==> src/rtl/baud_pair_pkg.sv <==
package baud_pair_pkg;

  typedef enum logic [2:0] {
    SRC_SYS_1  = 3'd0,
    SRC_SYS_4  = 3'd1,
    SRC_SYS_12 = 3'd2,
    SRC_SYS_48 = 3'd3,
    SRC_EXT_8  = 3'd4
  } srcSel_e;

  // Strobes handed from control to datapath each cycle
  typedef struct packed {
    logic countEn;   // one timer count event
    logic rxForce;   // restart receive timer from reload value
  } ctlStrobes_t;

endpackage

==> src/rtl/baud_ctl.sv <==
module baud_ctl
  import baud_pair_pkg::*;
#(
  parameter int SEL_W   = 3,
  parameter int DIV_A   = 4,
  parameter int DIV_B   = 12,
  parameter int DIV_C   = 48,
  parameter int EXT_DIV = 8
) (
  input  logic             clk,
  input  logic             rst,
  input  logic             timerEn,
  input  logic [SEL_W-1:0] clkSel,
  input  logic             extOscTick,
  input  logic             startDet,
  output ctlStrobes_t      strobes
);

  localparam int MAX_AB = (DIV_A > DIV_B) ? DIV_A : DIV_B;
  localparam int MAX_CE = (DIV_C > EXT_DIV) ? DIV_C : EXT_DIV;
  localparam int MAX_D  = (MAX_AB > MAX_CE) ? MAX_AB : MAX_CE;
  localparam int PW     = (MAX_D > 2) ? $clog2(MAX_D) : 1;

  logic [PW-1:0]    preCnt;
  logic [SEL_W-1:0] prevSel;
  logic             selChanged;
  logic             srcPulse;
  logic [PW-1:0]    lastCnt;
  logic             atLast;

  assign selChanged = (clkSel != prevSel);

  // Source pulse and terminal prescale count per select code
  always_comb begin
    srcPulse = 1'b0;
    lastCnt  = '0;
    case (clkSel)
      SRC_SYS_1:  begin srcPulse = 1'b1;       lastCnt = '0;              end
      SRC_SYS_4:  begin srcPulse = 1'b1;       lastCnt = PW'(DIV_A - 1);  end
      SRC_SYS_12: begin srcPulse = 1'b1;       lastCnt = PW'(DIV_B - 1);  end
      SRC_SYS_48: begin srcPulse = 1'b1;       lastCnt = PW'(DIV_C - 1);  end
      SRC_EXT_8:  begin srcPulse = extOscTick; lastCnt = PW'(EXT_DIV - 1); end
      default:    begin srcPulse = 1'b0;       lastCnt = '0;              end
    endcase
  end

  assign atLast = (preCnt == lastCnt);

  always_ff @(posedge clk) begin
    prevSel <= clkSel;
    if (rst) begin
      preCnt <= '0;
    end else if (selChanged) begin
      preCnt <= '0;
    end else if (timerEn && srcPulse) begin
      preCnt <= atLast ? '0 : preCnt + 1'b1;
    end
  end

  always_comb begin
    strobes.countEn = timerEn && !selChanged && srcPulse && atLast;
    strobes.rxForce = timerEn && startDet;
  end

endmodule

==> src/rtl/baud_lane.sv <==
module baud_lane #(
  parameter int CNT_W = 8
) (
  input  logic             clk,
  input  logic             rst,
  input  logic             countEn,
  input  logic             forceLoad,
  input  logic [CNT_W-1:0] reloadVal,
  output logic             tick
);

  logic [CNT_W-1:0] cnt;
  logic             half;
  logic             wrap;

  assign wrap = (cnt == {CNT_W{1'b1}});

  always_ff @(posedge clk) begin
    if (rst) begin
      cnt  <= '0;
      half <= 1'b0;
      tick <= 1'b0;
    end else begin
      tick <= 1'b0;
      if (forceLoad) begin
        cnt  <= reloadVal;
        half <= 1'b0;
      end else if (countEn) begin
        if (wrap) begin
          cnt  <= reloadVal;
          half <= ~half;
          tick <= half;
        end else begin
          cnt <= cnt + 1'b1;
        end
      end
    end
  end

endmodule

==> src/rtl/baud_dp.sv <==
module baud_dp
  import baud_pair_pkg::*;
#(
  parameter int CNT_W = 8
) (
  input  logic             clk,
  input  logic             rst,
  input  ctlStrobes_t      strobes,
  input  logic [CNT_W-1:0] reloadVal,
  output logic             txTick,
  output logic             rxTick
);

  localparam int LANES = 2;  // lane 0 transmit, lane 1 receive

  logic [LANES-1:0] laneTick;

  for (genvar g = 0; g < LANES; g++) begin : gLane
    logic laneForce;
    if (g == 1) begin : gRx
      assign laneForce = strobes.rxForce;
    end else begin : gTx
      assign laneForce = 1'b0;
    end
    baud_lane #(.CNT_W(CNT_W)) lane_i (
      .clk      (clk),
      .rst      (rst),
      .countEn  (strobes.countEn),
      .forceLoad(laneForce),
      .reloadVal(reloadVal),
      .tick     (laneTick[g])
    );
  end

  assign txTick = laneTick[0];
  assign rxTick = laneTick[1];

endmodule

==> src/rtl/baud_pair_gen.sv <==
module baud_pair_gen
  import baud_pair_pkg::*;
#(
  parameter int CNT_W   = 8,
  parameter int SEL_W   = 3,
  parameter int DIV_A   = 4,
  parameter int DIV_B   = 12,
  parameter int DIV_C   = 48,
  parameter int EXT_DIV = 8
) (
  input  logic             clk,
  input  logic             rst,
  input  logic             timerEn,
  input  logic [SEL_W-1:0] clkSel,
  input  logic [CNT_W-1:0] reloadVal,
  input  logic             extOscTick,
  input  logic             startDet,
  output logic             txBaudTick,
  output logic             rxBaudTick
);

  ctlStrobes_t strobes;

  baud_ctl #(
    .SEL_W(SEL_W), .DIV_A(DIV_A), .DIV_B(DIV_B),
    .DIV_C(DIV_C), .EXT_DIV(EXT_DIV)
  ) ctl_i (
    .clk       (clk),
    .rst       (rst),
    .timerEn   (timerEn),
    .clkSel    (clkSel),
    .extOscTick(extOscTick),
    .startDet  (startDet),
    .strobes   (strobes)
  );

  baud_dp #(.CNT_W(CNT_W)) dp_i (
    .clk      (clk),
    .rst      (rst),
    .strobes  (strobes),
    .reloadVal(reloadVal),
    .txTick   (txBaudTick),
    .rxTick   (rxBaudTick)
  );

endmodule

==> config.mk <==
export PLATFORM = sky130hd
export DESIGN_NAME = baud_pair_gen
export DESIGN_NICKNAME = d
export VERILOG_FILES = /design/src/rtl/baud_pair_pkg.sv /design/src/rtl/baud_ctl.sv /design/src/rtl/baud_lane.sv /design/src/rtl/baud_dp.sv /design/src/rtl/baud_pair_gen.sv
export SDC_FILE = /design/constraint.sdc
export NUM_CORES = 1
export LEC_CHECK = 0
export BUFFER_PORTS_ARGS = -buffer_cell sky130_fd_sc_hd__buf_2
export CORE_MARGIN = 3
export CORE_UTILIZATION = 52
export DETAILED_ROUTE_END_ITERATION = 8
export PLACE_DENSITY = 0.85
export SYNTH_ARGS = -nofsm -noshare
export SYNTH_HDL_FRONTEND = slang
export SYNTH_SLANG_ARGS = --single-unit
==> constraint.sdc <==
create_clock -name clk -period 1.9 [get_ports clk]
set_input_delay 0.19 -clock clk [delete_from_list [all_inputs] [get_ports clk]]
set_output_delay 0.19 -clock clk [all_outputs]
set_load 0.02 [all_outputs]
After elaboration in Yosys (flattened, before gate mapping)
Cells that the tools add are included.
{"block": "classes", "add_sub_neg": 3, "n_mux": 7, "n_eq_ne": 8, "n_reduce_logical": 15, "n_bitwise": 5}
{"cell": "two-way mux 8 bit", "count": 4}
{"cell": "case mux 6 bit (4 select lines)", "count": 1}
{"cell": "adder 8 x 1 -> 8 bit, second input constant", "count": 2}
{"cell": "== test 8 bit, second input constant", "count": 2}
{"cell": "OR reduction 4 bit", "count": 2}
{"cell": "adder 6 x 1 -> 6 bit, second input constant", "count": 1}
{"cell": "== test 3 x 2 -> 1 bit, second input constant", "count": 2}
{"cell": "== test 6 bit", "count": 1}
{"cell": "two-way mux 6 bit", "count": 1}
{"cell": "logical AND 1 bit", "count": 5}
{"cell": "NOT 1 bit", "count": 5}
{"cell": "AND reduction 2 bit", "count": 2}
{"cell": "OR reduction 2 bit", "count": 2}
{"cell": "== test 3 x 1 -> 1 bit, second input constant", "count": 1}
{"cell": "== test 3 bit, second input constant", "count": 1}
{"cell": "logical NOT 3 bit", "count": 1}
{"cell": "!= test 3 bit", "count": 1}
{"cell": "OR reduction 3 bit", "count": 1}
{"cell": "case mux 1 bit (2 select lines)", "count": 1}
{"cell": "nonzero test 2 bit", "count": 1}
{"cell": "logical NOT 1 bit", "count": 1}
{"block": "word_totals", "wordCells": 46, "inputBits": 16, "register_bits": 29, "output_inout_bits": 2}

Logic depth before layout (Yosys ltp)
Gate-level depths: netlist (run 1).
{"block": "logic_depth", "word_depth": 7, "ltp_mapped": 7, "mapped_depth_nobuf": 6}

Modules after synthesis
Synthesis (run 1) repeated with hierarchy kept, for this count alone.
{"block": "hier_totals", "hier_cells": 208, "area_unflattened_um2": 1764.2}
{"mod": "baud_lane", "area_each_um2": 624.3, "cells_each": 75, "seq_area_each_um2": 200.2, "n_inst": 2}
{"mod": "baud_ctl", "area_each_um2": 511.7, "cells_each": 57, "seq_area_each_um2": 180.2, "n_inst": 1}
{"mod": "baud_dp", "area_each_um2": 3.8, "cells_each": 1, "seq_area_each_um2": 0.0, "n_inst": 1}

Worst setup path before layout (run 1)
No wires, ideal clock.
{"block": "synth_path", "kind": "reg-to-reg", "startpoint": "register ctl_i.preCnt[0]", "endpoint": "register dp_i.gLane[0].lane_i.half", "slack_ps": -163, "path_stages_with_launch": 7, "t_required_ps": 1830, "setup_time_ps": 70, "t_arrival_ps": 1993, "period_less_slack_ps": 2063, "path_cell_list": "dfxtp_1 -> or4b_1 -> a21o_1 -> a211o_1 -> buf_6 -> or4_1 -> a21oi_1"}
{"block": "synth_between", "elab_chain_len": 3}
{"item": "from (decl)", "line_no": "baud_ctl.sv:24", "text": "logic [PW-1:0] preCnt;"}
{"item": "from (signal assigned)", "line_no": "baud_ctl.sv:56", "text": "preCnt <= atLast ? '0 : preCnt + 1'b1;"}
{"item": "== test 6 bit", "line_no": "baud_ctl.sv:47", "text": "assign atLast = (preCnt == lastCnt);"}
{"item": "logical AND 1 bit", "line_no": "baud_ctl.sv:61", "text": "strobes.countEn = timerEn && !selChanged && srcPulse && atLast;"}
{"item": "AND reduction 2 bit (no line)"}
{"item": "to (signal assigned)", "line_no": "baud_lane.sv:31", "text": "half <= ~half;"}
{"item": "to (decl)", "line_no": "baud_lane.sv:13", "text": "logic half;"}
No other way between the ends.
A chain may end at the register's enable or synchronous reset.

Worst setup path in the final report (run 1)
{"block": "layout_path", "startpoint": "register ctl_i.preCnt[0]", "endpoint": "register dp_i.gLane[1].lane_i.cnt[4]"}
{"block": "layout_between", "elab_chain_len": 3}
{"item": "== test 6 bit", "line_no": "baud_ctl.sv:47"}
{"item": "logical AND 1 bit", "line_no": "baud_ctl.sv:61"}
{"item": "nonzero test 2 bit (no line)"}
{"item": "to (signal assigned)", "line_no": "baud_lane.sv:26", "text": "cnt <= reloadVal;"}
{"item": "to (signal assigned)", "line_no": "baud_lane.sv:30", "text": "cnt <= reloadVal;"}
{"item": "to (signal assigned)", "line_no": "baud_lane.sv:34", "text": "cnt <= cnt + 1'b1;"}
{"item": "to (decl)", "line_no": "baud_lane.sv:12", "text": "logic [CNT_W-1:0] cnt;"}
No other way between the ends.

==> metrics.cfg, run 1 <==
[outcome]
status=finished, violations left
violations=negative setup slack

[run]
cap_violations=0

[floorplanning]
rows=20
dieArea_mm2=0.004051
coreArea_mm2=0.003103
die_h_um=63.65
start_util_pct=55.69
die_w_um=63.65
pin_count=18

[pwr]
intPower_uw=888.4
sw_frac_of_total_pct=27.50
switchingPower_uw=336.9
total_leakage_power_uw=0.0008674
seq_power_share_pct=52.1
p_clk_share_pct=30.9
max-vdd-ir-drop_uv=566.9
combPwrFrac_pct=17.0
power_density_mw_per_mm2=555.2
total_power_uw=1225

[critical_path]
path_class=reg -> reg
cp.arrival_ns=2.25
end_kind=flip-flop
cp_num_buf_inv=1
crit_path_top_delay_cell=or4b_1
critPathMaxStageDelay_ns=0.50
path_delay_family=compound AO/OA/AOI/OAI gates
crit_chain=or4b_1 -> a21o_1 -> a211o_1 -> buf_4 -> o2111ai_1 -> o311ai_0
r2r_slack_ns=-0.15
worstPathRequired_ns=2.10
startpoint_type=flip-flop
crit_fanout=5

[logic_synthesis]
netlist.top_cell.by_area=dfxtp_1
synthTopCellsByCount=dfxtp_1 (29), nand2_1 (15), nor2_1 (14), a21oi_1 (13)
synth-edff-count=0
synth_area_mm2=0.001728
synth.most_common_cell=dfxtp_1
synthArstFlopShare_pct=0
postSynthAreaPerCell_um2=8.429
synth_seq_cells=29
synthTopCellsByArea=dfxtp_1 (34%), a211oi_1 (4.3%), mux2i_1 (4.1%), a21oi_1 (3.8%), xnor2_1 (3.5%)
ys_seq_area_share_pct=33.60
postSynthCellCount=205
synth_top_area_share_pct=33.60
synth_ff_type=dfxtp_1
synth_nets=224
ys_warn_count=0
ys_types=50

[clock_network]
clk_path_buf_depth=2
h-tree-depth=2
clkSinkCount=29
clkTransAtPathRegs_ns=0.09
numCtsBuffers=5
hold_buffers=0
clock_latency_ns=0.33
cts_root_buffer=clkbuf_4
cts_tree=yes

[global_route]
grt_util_met2_pct=36.77
grt_pass1_vias=1738
gr-total-overflow=0
grt_max_degree=21
grt_antenna_before_repair=0
grt_util_all_layers_pct=24.47
grt_pass1_wl_um=7976
grtUsageMet3_pct=6.061
use_met1_pct=33.08
grt-busiest-layer=met2

[routing]
via_count=1855
dr.pass1.iters=5
finalWirelength_um=5072
drc_errors=0
wl_per_cell_um=17.73
routed_via_density=6.486
first_iter_violations=183
ant_nets=0

[timing]
tns_ns=-1.304
slew_violations=0
fin_ws_ns=-0.1504
fmax_mhz=487.7
finalCriticalPeriod_ns=2.050
worst_hold_slack_ns=0.1788
setup_viol=17
tightest_slew_ns=0.5018
slew_headroom_pct=66.48
rsz0062_at_grt=yes
hold_violations=0
fin_crit_sh_pct=107.9
finClkSkew_ns=0.01175

[layout]
antenna_cells=0
drive_gt1_share_pct=27.69
area.growth.synth_to_final_pct=27.73
nets=261

[min_path]
hold_class=in -> reg

[place]
pre_cts_ws_ns=-0.07488
dpl.hpwl_um=3149
gp_congestion=0.9077
portBuffers=17

==> layer usage <==
metal | vias up | part of all wire [%]
met5 | - | 0
met4 | 0 | 3.1
met3 | 19 | 9.3
met2 | 121 | 46
met1 | 846 | 42
li1 | 869 | -
==> state kept, by name (all words and copies together), names as in the netlist <==
register	flops
ctl_i.preCnt	6
ctl_i.prevSel	3
dp_i.gLane.lane_i.cnt	16
dp_i.gLane.lane_i.half	2
dp_i.gLane.lane_i.tick	2
==> layout make-up <==
class	count	area (µm²)
clock buffers	7	55.05
fillers	244	895.9
inverters	5	18.77
multi-input cells	158	1159
flip-flops and latches	29	581.8
well taps	44	55.05
repair buffers	43	337.8
==> metrics by stage <==
step / instances / area (µm²) / util, %
final: 286 / 2207 / 71.13
after global routing: 286 / 2207 / 71.13
after CTS: 282 / 2088 / 67.30
after detailed placement: 274 / 1986 / 63.99
after global placement: 274 / 1986 / 63.99
after floorplan: 205 / 1729 / -
==> final timing paths <==
kind,endpoint,start,cells after the start
worst min-delay path,dp_i.gLane[0].lane_i.cnt[0],reloadVal[0],3
worst max register to register,dp_i.gLane[1].lane_i.cnt[4],ctl_i.preCnt[0],6
worst min register to register,dp_i.gLane[0].lane_i.half,dp_i.gLane[0].lane_i.half,2
worst max-delay path,dp_i.gLane[1].lane_i.cnt[4],ctl_i.preCnt[0],6
==> power groups by stage <==
stage / clock network [µW] / logic (µW) / registers (µW)
after floorplan: 0 / 104 / 646
after global placement: 0 / 170 / 649
after detailed placement: 0 / 174 / 650
after CTS: 384 / 179 / 636
after global routing: 409 / 224 / 640
final: 379 / 208 / 638
==> worst reg2reg max path: cells and delay by family (launching register included) <==
kind	cells	cell delay, ns
AO/OA/AOI/OAI	4	0.92
buffers and inverters	1	0.18
flip-flops	1	0.32
AND/OR/NAND/NOR	1	0.50
==> layout by cell type, fill, tap and decap left out, types with 3 or more instances in the layout <==
cell type / Yosys / routed
buf_4: 0 / 19
nand3_1: 10 / 7
a21oi_1: 13 / 12
o21ai_0: 5 / 3
xnor2_1: 7 / 7
ha_1: 3 / 3
nor2_1: 14 / 14
inv_1: 5 / 5
nand4_1: 4 / 4
and4_1: 4 / 4
a211oi_1: 10 / 8
buf_6: 2 / 4
mux2i_1: 7 / 7
nor3_1: 5 / 4
and3_1: 8 / 7
or3_1: 4 / 4
nand2_1: 15 / 15
clkbuf_4: 0 / 5
and2_1: 3 / 3
a221oi_1: 5 / 5
buf_2: 2 / 17
a311oi_1: 6 / 4
a31oi_1: 4 / 4
dfxtp_1: 29 / 28
==> kinds of logic (layout without fill, tap and decap cells) <==
logic type / count (synthesis) / count (layout) / share of synthesized area (%)
adder cells (fa/ha/maj): 3 / 3 / 2.173
AO/OA/AOI/OAI: 59 / 59 / 24.76
multiplexers: 7 / 7 / 4.055
AND/OR/NAND/NOR: 80 / 80 / 25.92
XOR/XNOR: 9 / 9 / 4.562
buffers and inverters: 18 / 55 / 4.924
flip-flops: 29 / 29 / 33.60
==> what timing repair did <==
| item | in CTS | in global routing |
|---|---|---|
| endpoints found under the setup margin | 17 | 19 |
| gates cloned | 1 | 2 |
| buffers inserted | 0 | 2 |
| resized for setup | 10 | 13 |
| pin swaps | 0 | 7 |
Power figures use the tool's default switching activity.
==> run 2: changes to the inputs <==
--- a/config.mk
+++ b/config.mk
@@ -7,9 +7,10 @@
 export LEC_CHECK = 0
 export BUFFER_PORTS_ARGS = -buffer_cell sky130_fd_sc_hd__buf_2
 export CORE_MARGIN = 3
-export CORE_UTILIZATION = 52
+export CORE_UTILIZATION = 35
 export DETAILED_ROUTE_END_ITERATION = 8
-export PLACE_DENSITY = 0.85
+export PLACE_DENSITY = 0.64
 export SYNTH_ARGS = -nofsm -noshare
 export SYNTH_HDL_FRONTEND = slang
+export SYNTH_HIERARCHICAL = 1
 export SYNTH_SLANG_ARGS = --single-unit
==> metrics.cfg, run 2 <==
[outcome]
status=finished, violations left  ; unchanged
violations=negative setup slack  ; unchanged

[layout]
nets=269  ; was 261
drive_gt1_share_pct=30.80  ; was 27.69%
antenna_cells=0  ; unchanged
area.growth.synth_to_final_pct=26.88  ; was 27.73%
largest_register=dp_i/gLane.lane_i/cnt  ; was dp_i.gLane.lane_i.cnt
final_cell_mix=dfxtp_1 (28), buf_4 (18), buf_2 (17), nand3_1 (14), nand2_1 (13)  ; was dfxtp_1 (28), buf_4 (19), buf_2 (17), nand2_1 (15), nor2_1 (14)
stdcell_area_mm2=0.002238  ; was 0.002207 mm²
largest_reg_flops=16  ; unchanged
post-route-util_pct=46.77  ; was 71.13%
top_regs=dp_i/gLane.lane_i/cnt x16, ctl_i/preCnt x6, ctl_i/prevSel x3  ; was dp_i.gLane.lane_i.cnt x16, ctl_i.preCnt x6, ctl_i.prevSel x3
final_common_cell=dfxtp_1  ; unchanged

[pwr]
total_power_uw=1402  ; was 1225 µW
seq_power_share_pct=47.7  ; was 52.1%
combPwrFrac_pct=14.5  ; was 17.0%
total_leakage_power_uw=0.0008509  ; was 0.0008674 µW
switchingPower_uw=381.4  ; was 336.9 µW
p_clk_share_pct=37.8  ; was 30.9%
intPower_uw=1021  ; was 888.4 µW
sw_frac_of_total_pct=27.20  ; was 27.50%
max-vdd-ir-drop_uv=318.7  ; was 566.9 µV
power_density_mw_per_mm2=626.4  ; was 555.2 mW/mm²

[clock_network]
clock_latency_ns=0.29  ; was 0.33 ns
cts_tree=yes  ; unchanged
clkTransAtPathRegs_ns=0.06  ; was 0.09 ns
cts_setup_buffers=0  ; unchanged
numCtsBuffers=5  ; unchanged
clkSinkCount=29  ; unchanged
clk_path_buf_depth=2  ; unchanged
h-tree-depth=2  ; unchanged
cts_root_buffer=clkbuf_8  ; was clkbuf_4

[place]
portBuffers=17  ; unchanged
pre_cts_ws_ns=-0.2778  ; was -0.07488 ns
dpl.hpwl_um=2958  ; was 3149 µm
gp_congestion=0.8136  ; was 0.9077
dpl_cell_area_mm2=0.002105  ; was 0.001986 mm²

[min_path]
min_path_cells=2  ; was 3
hold_end=ctl_i/prevSel[2]  ; was dp_i.gLane[0].lane_i.cnt[0]
hold_class=in -> reg  ; unchanged
holdCritStartpoint=clkSel[2]  ; was reloadVal[0]

[critical_path]
r2r_slack_ns=-0.08  ; was -0.15 ns
regToRegStartpoint=ctl_i/preCnt[2]  ; was ctl_i.preCnt[0]
crit_path_top_delay_cell=or4b_1  ; unchanged
end_kind=flip-flop  ; unchanged
rr_endpoint=dp_i/gLane[1].lane_i/cnt[5]  ; was dp_i.gLane[1].lane_i.cnt[4]
worstPathRequired_ns=2.11  ; was 2.10 ns
cp.arrival_ns=2.20  ; was 2.25 ns
path_class=reg -> reg  ; unchanged
crit_chain=or3_1 -> a31oi_1 -> o211a_2 -> and2b_2 -> buf_12 -> nor2_4 -> or4b_1 -> a31oi_1  ; was or4b_1 -> a21o_1 -> a211o_1 -> buf_4 -> o2111ai_1 -> o311ai_0
reg2reg_depth=8  ; was 6
startpoint_type=flip-flop  ; unchanged
path_common_cell=a31oi_1
crit_fanout=12  ; was 5
critPathMaxStageDelay_ns=0.46  ; was 0.50 ns

[routing]
ant_nets=0  ; unchanged
drc_errors=0  ; unchanged
via_count=1636  ; was 1855
dr.pass1.iters=4  ; was 5
finalWirelength_um=4056  ; was 5072 µm
wl_per_cell_um=12.79  ; was 17.73 µm
first_iter_violations=102  ; was 183
routed_via_density=5.161  ; was 6.486

[run]
cap_violations=0  ; unchanged

[timing]
slew_violations=0  ; unchanged
finClkSkew_ns=0.004094  ; was 0.01175 ns
fmax_mhz=504.1  ; was 487.7 MHz
tightest_slew_ns=0.5533  ; was 0.5018 ns
slew_headroom_pct=63.11  ; was 66.48%
hold_violations=0  ; unchanged
worst_hold_slack_ns=0.1287  ; was 0.1788 ns
fin_crit_sh_pct=104.4  ; was 107.9%
rsz0062_at_grt=yes  ; unchanged
setup_viol=8  ; was 17
fin_ws_ns=-0.08386  ; was -0.1504 ns
finalCriticalPeriod_ns=1.984  ; was 2.050 ns

[global_route]
grt_pass1_wl_um=7217  ; was 7976 µm
grt_antenna_before_repair=0  ; unchanged
grt_pass1_vias=1579  ; was 1738
grt_max_degree=31  ; was 21
grt_util_all_layers_pct=15.14  ; was 24.47%
gr-total-overflow=0  ; unchanged

[logic_synthesis]
ys_seq_area_share_pct=32.91  ; was 33.60%
ys_warn_count=6  ; was 0
synthTopCellsByCount=dfxtp_1 (29), nand3_1 (16), nand2_1 (15), nor2_1 (12)  ; was dfxtp_1 (29), nand2_1 (15), nor2_1 (14), a21oi_1 (13)
postSynthCellCount=208  ; was 205
netlist.top_cell.by_area=dfxtp_1  ; unchanged
synth_top_area_share_pct=32.91  ; was 33.60%
synth_area_mm2=0.001764  ; was 0.001728 mm²
synth_ff_type=dfxtp_1  ; unchanged
synth.most_common_cell=dfxtp_1  ; unchanged
synth-edff-count=0  ; unchanged
synth_seq_cells=29  ; unchanged
postSynthAreaPerCell_um2=8.482  ; was 8.429 µm²
ys_types=45  ; was 50
synthArstFlopShare_pct=0  ; unchanged
synthTopCellsByArea=dfxtp_1 (33%), nand3_1 (4.5%), xor2_1 (4.5%), mux2i_1 (4.0%), xnor2_1 (3.5%)  ; was dfxtp_1 (34%), a211oi_1 (4.3%), mux2i_1 (4.1%), a21oi_1 (3.8%), xnor2_1 (3.5%)

[floorplanning]
die_w_um=77.00  ; was 63.65 µm
dieArea_mm2=0.005928  ; was 0.004051 mm²
die_h_um=77.00  ; was 63.65 µm
rows=25  ; was 20
start_util_pct=36.86  ; was 55.69%
pin_count=18  ; unchanged
coreArea_mm2=0.004786  ; was 0.003103 mm²

run 2: power groups by stage:
stage	Combinational, µW	Sequential (µW)	Clock, µW
after floorplan	125	672	0
after global placement	194	680	0
after detailed placement	196	679	0
after CTS	197	666	548
after global routing	229	674	571
final	203	668	530
run 2: through the flow:
step / instances / TNS (ns)
final: 317 / -0.4987
after global routing: 317 / -2.678
after CTS: 317 / -0.7016
after detailed placement: 310 / -3.672
after global placement: 310 / -2.775
after floorplan: 214 / -1.152
run 2: worst max-delay path by stage:
stage	start	to	slack (ns)	cells after the start
3_5_place_dp	clkSel[2]	dp_i/gLane[1].lane_i/cnt[4]	-0.28	11
5_1_grt	ctl_i/preCnt[2]	dp_i/gLane[1].lane_i/cnt[4]	-0.24	9
2_1_floorplan	ctl_i/preCnt[2]	dp_i/gLane[1].lane_i/cnt[5]	-0.22	9
6_report	ctl_i/preCnt[2]	dp_i/gLane[1].lane_i/cnt[5]	-0.08	8
4_1_cts	ctl_i/preCnt[2]	dp_i/gLane[0].lane_i/cnt[4]	-0.11	9
3_3_place_gp	clkSel[2]	dp_i/gLane[1].lane_i/cnt[4]	-0.23	11
run 2: kinds of logic (layout without fill, tap and decap cells):
group	Yosys count	after routing	synth area share [%]
AOI/OAI and AO/OA	43	43	17.66
xor gates and xnor gates	16	16	7.944
adders and majority gates	3	3	2.128
buffers and inverters	12	48	2.766
DFF	29	29	32.91
muxes	8	8	4.823
other	1	7	0.2126
and+or+nand+nor	96	96	31.56
run 2: per-layer routing:
layer  wire, µm  vias to the layer above  GRT usage, %
met1       1985                      751         19.54
met4        126                        0         7.829
li1           -                      853             -
met2       1812                       22         23.52
met5          0                        -             0
met3        131                       10         3.404
run 2: what timing repair did:
action,CTS,global route
setup endpoints to repair,13,20
pin swaps,0,1
endpoints found under the hold margin,0,0
hold buffers,0,0
gates resized for setup,5,10
run 2: worst max-delay path, delay by kind of cell, from the launching register on:
family | cells | cell delay (ns)
buffers and inverters | 1 | 0.14
DFF | 1 | 0.32
and+or+nand+nor | 4 | 1.00
AOI/OAI and AO/OA | 3 | 0.45
run 2: area by class of cell:
cell class	instances	area, µm²
timing repair buffer	37	251.5
fill	480	2547
inverter	4	15.01
multi-input combinational	173	1216
sequential	29	581.8
clock buffer	6	82.58
tap	67	83.83
clock inverter	1	7.507
==> run 3: changes to the inputs <==
--- a/config.mk
+++ b/config.mk
@@ -6,6 +6,7 @@
 export NUM_CORES = 1
 export LEC_CHECK = 0
 export BUFFER_PORTS_ARGS = -buffer_cell sky130_fd_sc_hd__buf_2
+export CAP_MARGIN = 30
 export CORE_MARGIN = 3
 export CORE_UTILIZATION = 35
 export DETAILED_ROUTE_END_ITERATION = 8
==> constraint.sdc (replaced) <==
create_clock -name clk -period 1.8 [get_ports clk]
set_input_delay 0.18 -clock clk [delete_from_list [all_inputs] [get_ports clk]]
set_output_delay 0.18 -clock clk [all_outputs]
set_load 0.02 [all_outputs]
==> metrics.cfg, run 3 (same netlist as run 2, synthesis figures left out) <==
[place]
dpl.hpwl_um=3075  ; was 2958 µm
pre_cts_ws_ns=-0.4182  ; was -0.2778 ns
dp.cells=313  ; was 310
portBuffers=17  ; unchanged
gp_congestion=0.8545  ; was 0.8136

[min_path]
holdCritStartpoint=clkSel[2]  ; unchanged
hold_class=in -> reg  ; unchanged

[timing]
tightest_slew_ns=0.5462  ; was 0.5533 ns
tns_ns=-1.955  ; was -0.4987 ns
fin_ws_ns=-0.2077  ; was -0.08386 ns
slew_violations=0  ; unchanged
slew_headroom_pct=63.59  ; was 63.11%
hold_violations=0  ; unchanged
fin_crit_sh_pct=111.5  ; was 104.4%
finalCriticalPeriod_ns=2.008  ; was 1.984 ns
setup_viol=17  ; was 8
worst_hold_slack_ns=0.1288  ; was 0.1287 ns
finClkSkew_ns=0.005110  ; was 0.004094 ns
rsz0062_at_grt=yes  ; unchanged
fmax_mhz=498.1  ; was 504.1 MHz

[critical_path]
worstPathRequired_ns=2.01  ; was 2.11 ns
regToRegStartpoint=ctl_i/preCnt[2]  ; unchanged
startpoint_type=flip-flop  ; unchanged
end_kind=flip-flop  ; unchanged
cp.arrival_ns=2.22  ; was 2.20 ns
path_class=reg -> reg  ; unchanged
crit_fanout=11  ; was 12
crit_start=ctl_i/preCnt[2]  ; unchanged

[clock_network]
cts_tree=yes  ; unchanged
clkTransAtPathRegs_ns=0.06  ; about the same
clk_path_buf_depth=2  ; unchanged
clock_latency_ns=0.28  ; was 0.29 ns
cts_root_buffer=clkbuf_8  ; unchanged
hold_buffers=0  ; unchanged
numCtsBuffers=5  ; unchanged
clkSinkCount=29  ; unchanged
h-tree-depth=2  ; unchanged

[layout]
post-route-util_pct=48.16  ; was 46.77%
largest_register=dp_i/gLane.lane_i/cnt  ; unchanged
final_common_cell=dfxtp_1  ; unchanged
final_cell_mix=dfxtp_1 (27), buf_4 (26), buf_2 (17), nand3_1 (14), nand2_1 (12)  ; was dfxtp_1 (28), buf_4 (18), buf_2 (17), nand3_1 (14), nand2_1 (13)
antenna_cells=0  ; unchanged
largest_reg_flops=16  ; unchanged
area.growth.synth_to_final_pct=30.64  ; was 26.88%
nets=276  ; was 269
stdcell_count=324  ; was 317
drive_gt1_share_pct=33.85  ; was 30.80%
top_regs=dp_i/gLane.lane_i/cnt x16, ctl_i/preCnt x6, ctl_i/prevSel x3  ; unchanged

[global_route]
grt_pass1_vias=1585  ; was 1579
grt_antenna_before_repair=0  ; unchanged
grt-busiest-layer=met2  ; unchanged
grt_max_degree=31  ; unchanged
grt_util_all_layers_pct=15.26  ; was 15.14%
grt_pass1_wl_um=7279  ; was 7217 µm
grt_util_met2_pct=23.69  ; was 23.52%
grtUsageMet3_pct=3.521  ; was 3.404%
use_met1_pct=19.74  ; was 19.54%
gr-total-overflow=0  ; unchanged

[routing]
routed_via_density=5.194  ; was 5.161
wl_per_cell_um=13.04  ; was 12.79 µm
first_iter_violations=100  ; was 102
drc_errors=0  ; unchanged
finalWirelength_um=4224  ; was 4056 µm
via_count=1683  ; was 1636
ant_nets=0  ; unchanged
dr.pass1.iters=4  ; unchanged

[floorplanning]
die_w_um=77.00  ; unchanged
rows=25  ; unchanged
start_util_pct=36.86  ; unchanged
coreArea_mm2=0.004786  ; unchanged
die_h_um=77.00  ; unchanged
dieArea_mm2=0.005928  ; unchanged
pin_count=18  ; unchanged

[pwr]
max-vdd-ir-drop_uv=272.7  ; was 318.7 µV
total_leakage_power_uw=0.0008903  ; was 0.0008509 µW
power_density_mw_per_mm2=640.8  ; was 626.4 mW/mm²

[outcome]
violations=negative setup slack  ; unchanged
status=finished, violations left  ; unchanged

[run]
cap_violations=0  ; unchanged

run 3: cell types whose count changed in the layout (fill, tap and decap cells not counted), sizes merged:
cell	previous run	this run
clkbuf	6	7
buf	37	44
clkinvlp	1	0
run 3: worst paths after layout:
check / end / slack [ns] / depth (start not counted)
setup / recovery: dp_i/gLane[0].lane_i/cnt[5] / -0.21 / 8
hold / removal: ctl_i/prevSel[2] / 0.13 / 2
setup reg to reg: dp_i/gLane[0].lane_i/cnt[5] / -0.21 / 8
hold reg to reg: dp_i/gLane[0].lane_i/tick / 0.49 / 1
run 3: final cells by class:
type | count | area (µm²)
multi-input combinational | 173 | 1236
inverter | 4 | 15.01
sequential | 29 | 583.1
fill | 481 | 2481
clock buffer | 7 | 86.33
tap | 67 | 83.83
timing repair buffer | 44 | 300.3
run 3: power breakdown:
group	internal [µW]	total, µW	switching, µW
combinational	113	226	113
sequential	670	705	35.3
clock	303	545	243
run 3: stage by stage:
step	instance area, µm²	total power, µW
global placement	2132	927.0
detailed placement	2132	930.5
CTS	2270	1487
global route	2305	1551
finish	2305	1477
floorplan	1842	841.6
run 3: critical path, stage by stage (launching register included):
cell and delay [ns]:
dfxtp_2 0.33, or3_1 0.34, a31oi_1 0.13, o211a_2 0.19
and2b_1 0.16, buf_12 0.14, nor2_2 0.04, or4b_1 0.46
a31oi_1 0.15
run 3: repair_timing:
item / 4_1_cts / 5_1_grt
pin swaps: 0 / 1
hold endpoints to repair: 0 / 0
buffers inserted: 4 / 0
setup endpoints to repair: 17 / 20
resized for setup: 7 / 12
run 3: layer usage:
metal / wire length [µm] / vias up
li1: - / 869
met1: 2058 / 780
met2: 1939 / 27
met3: 146 / 7
met4: 80 / 0
met5: 0 / -
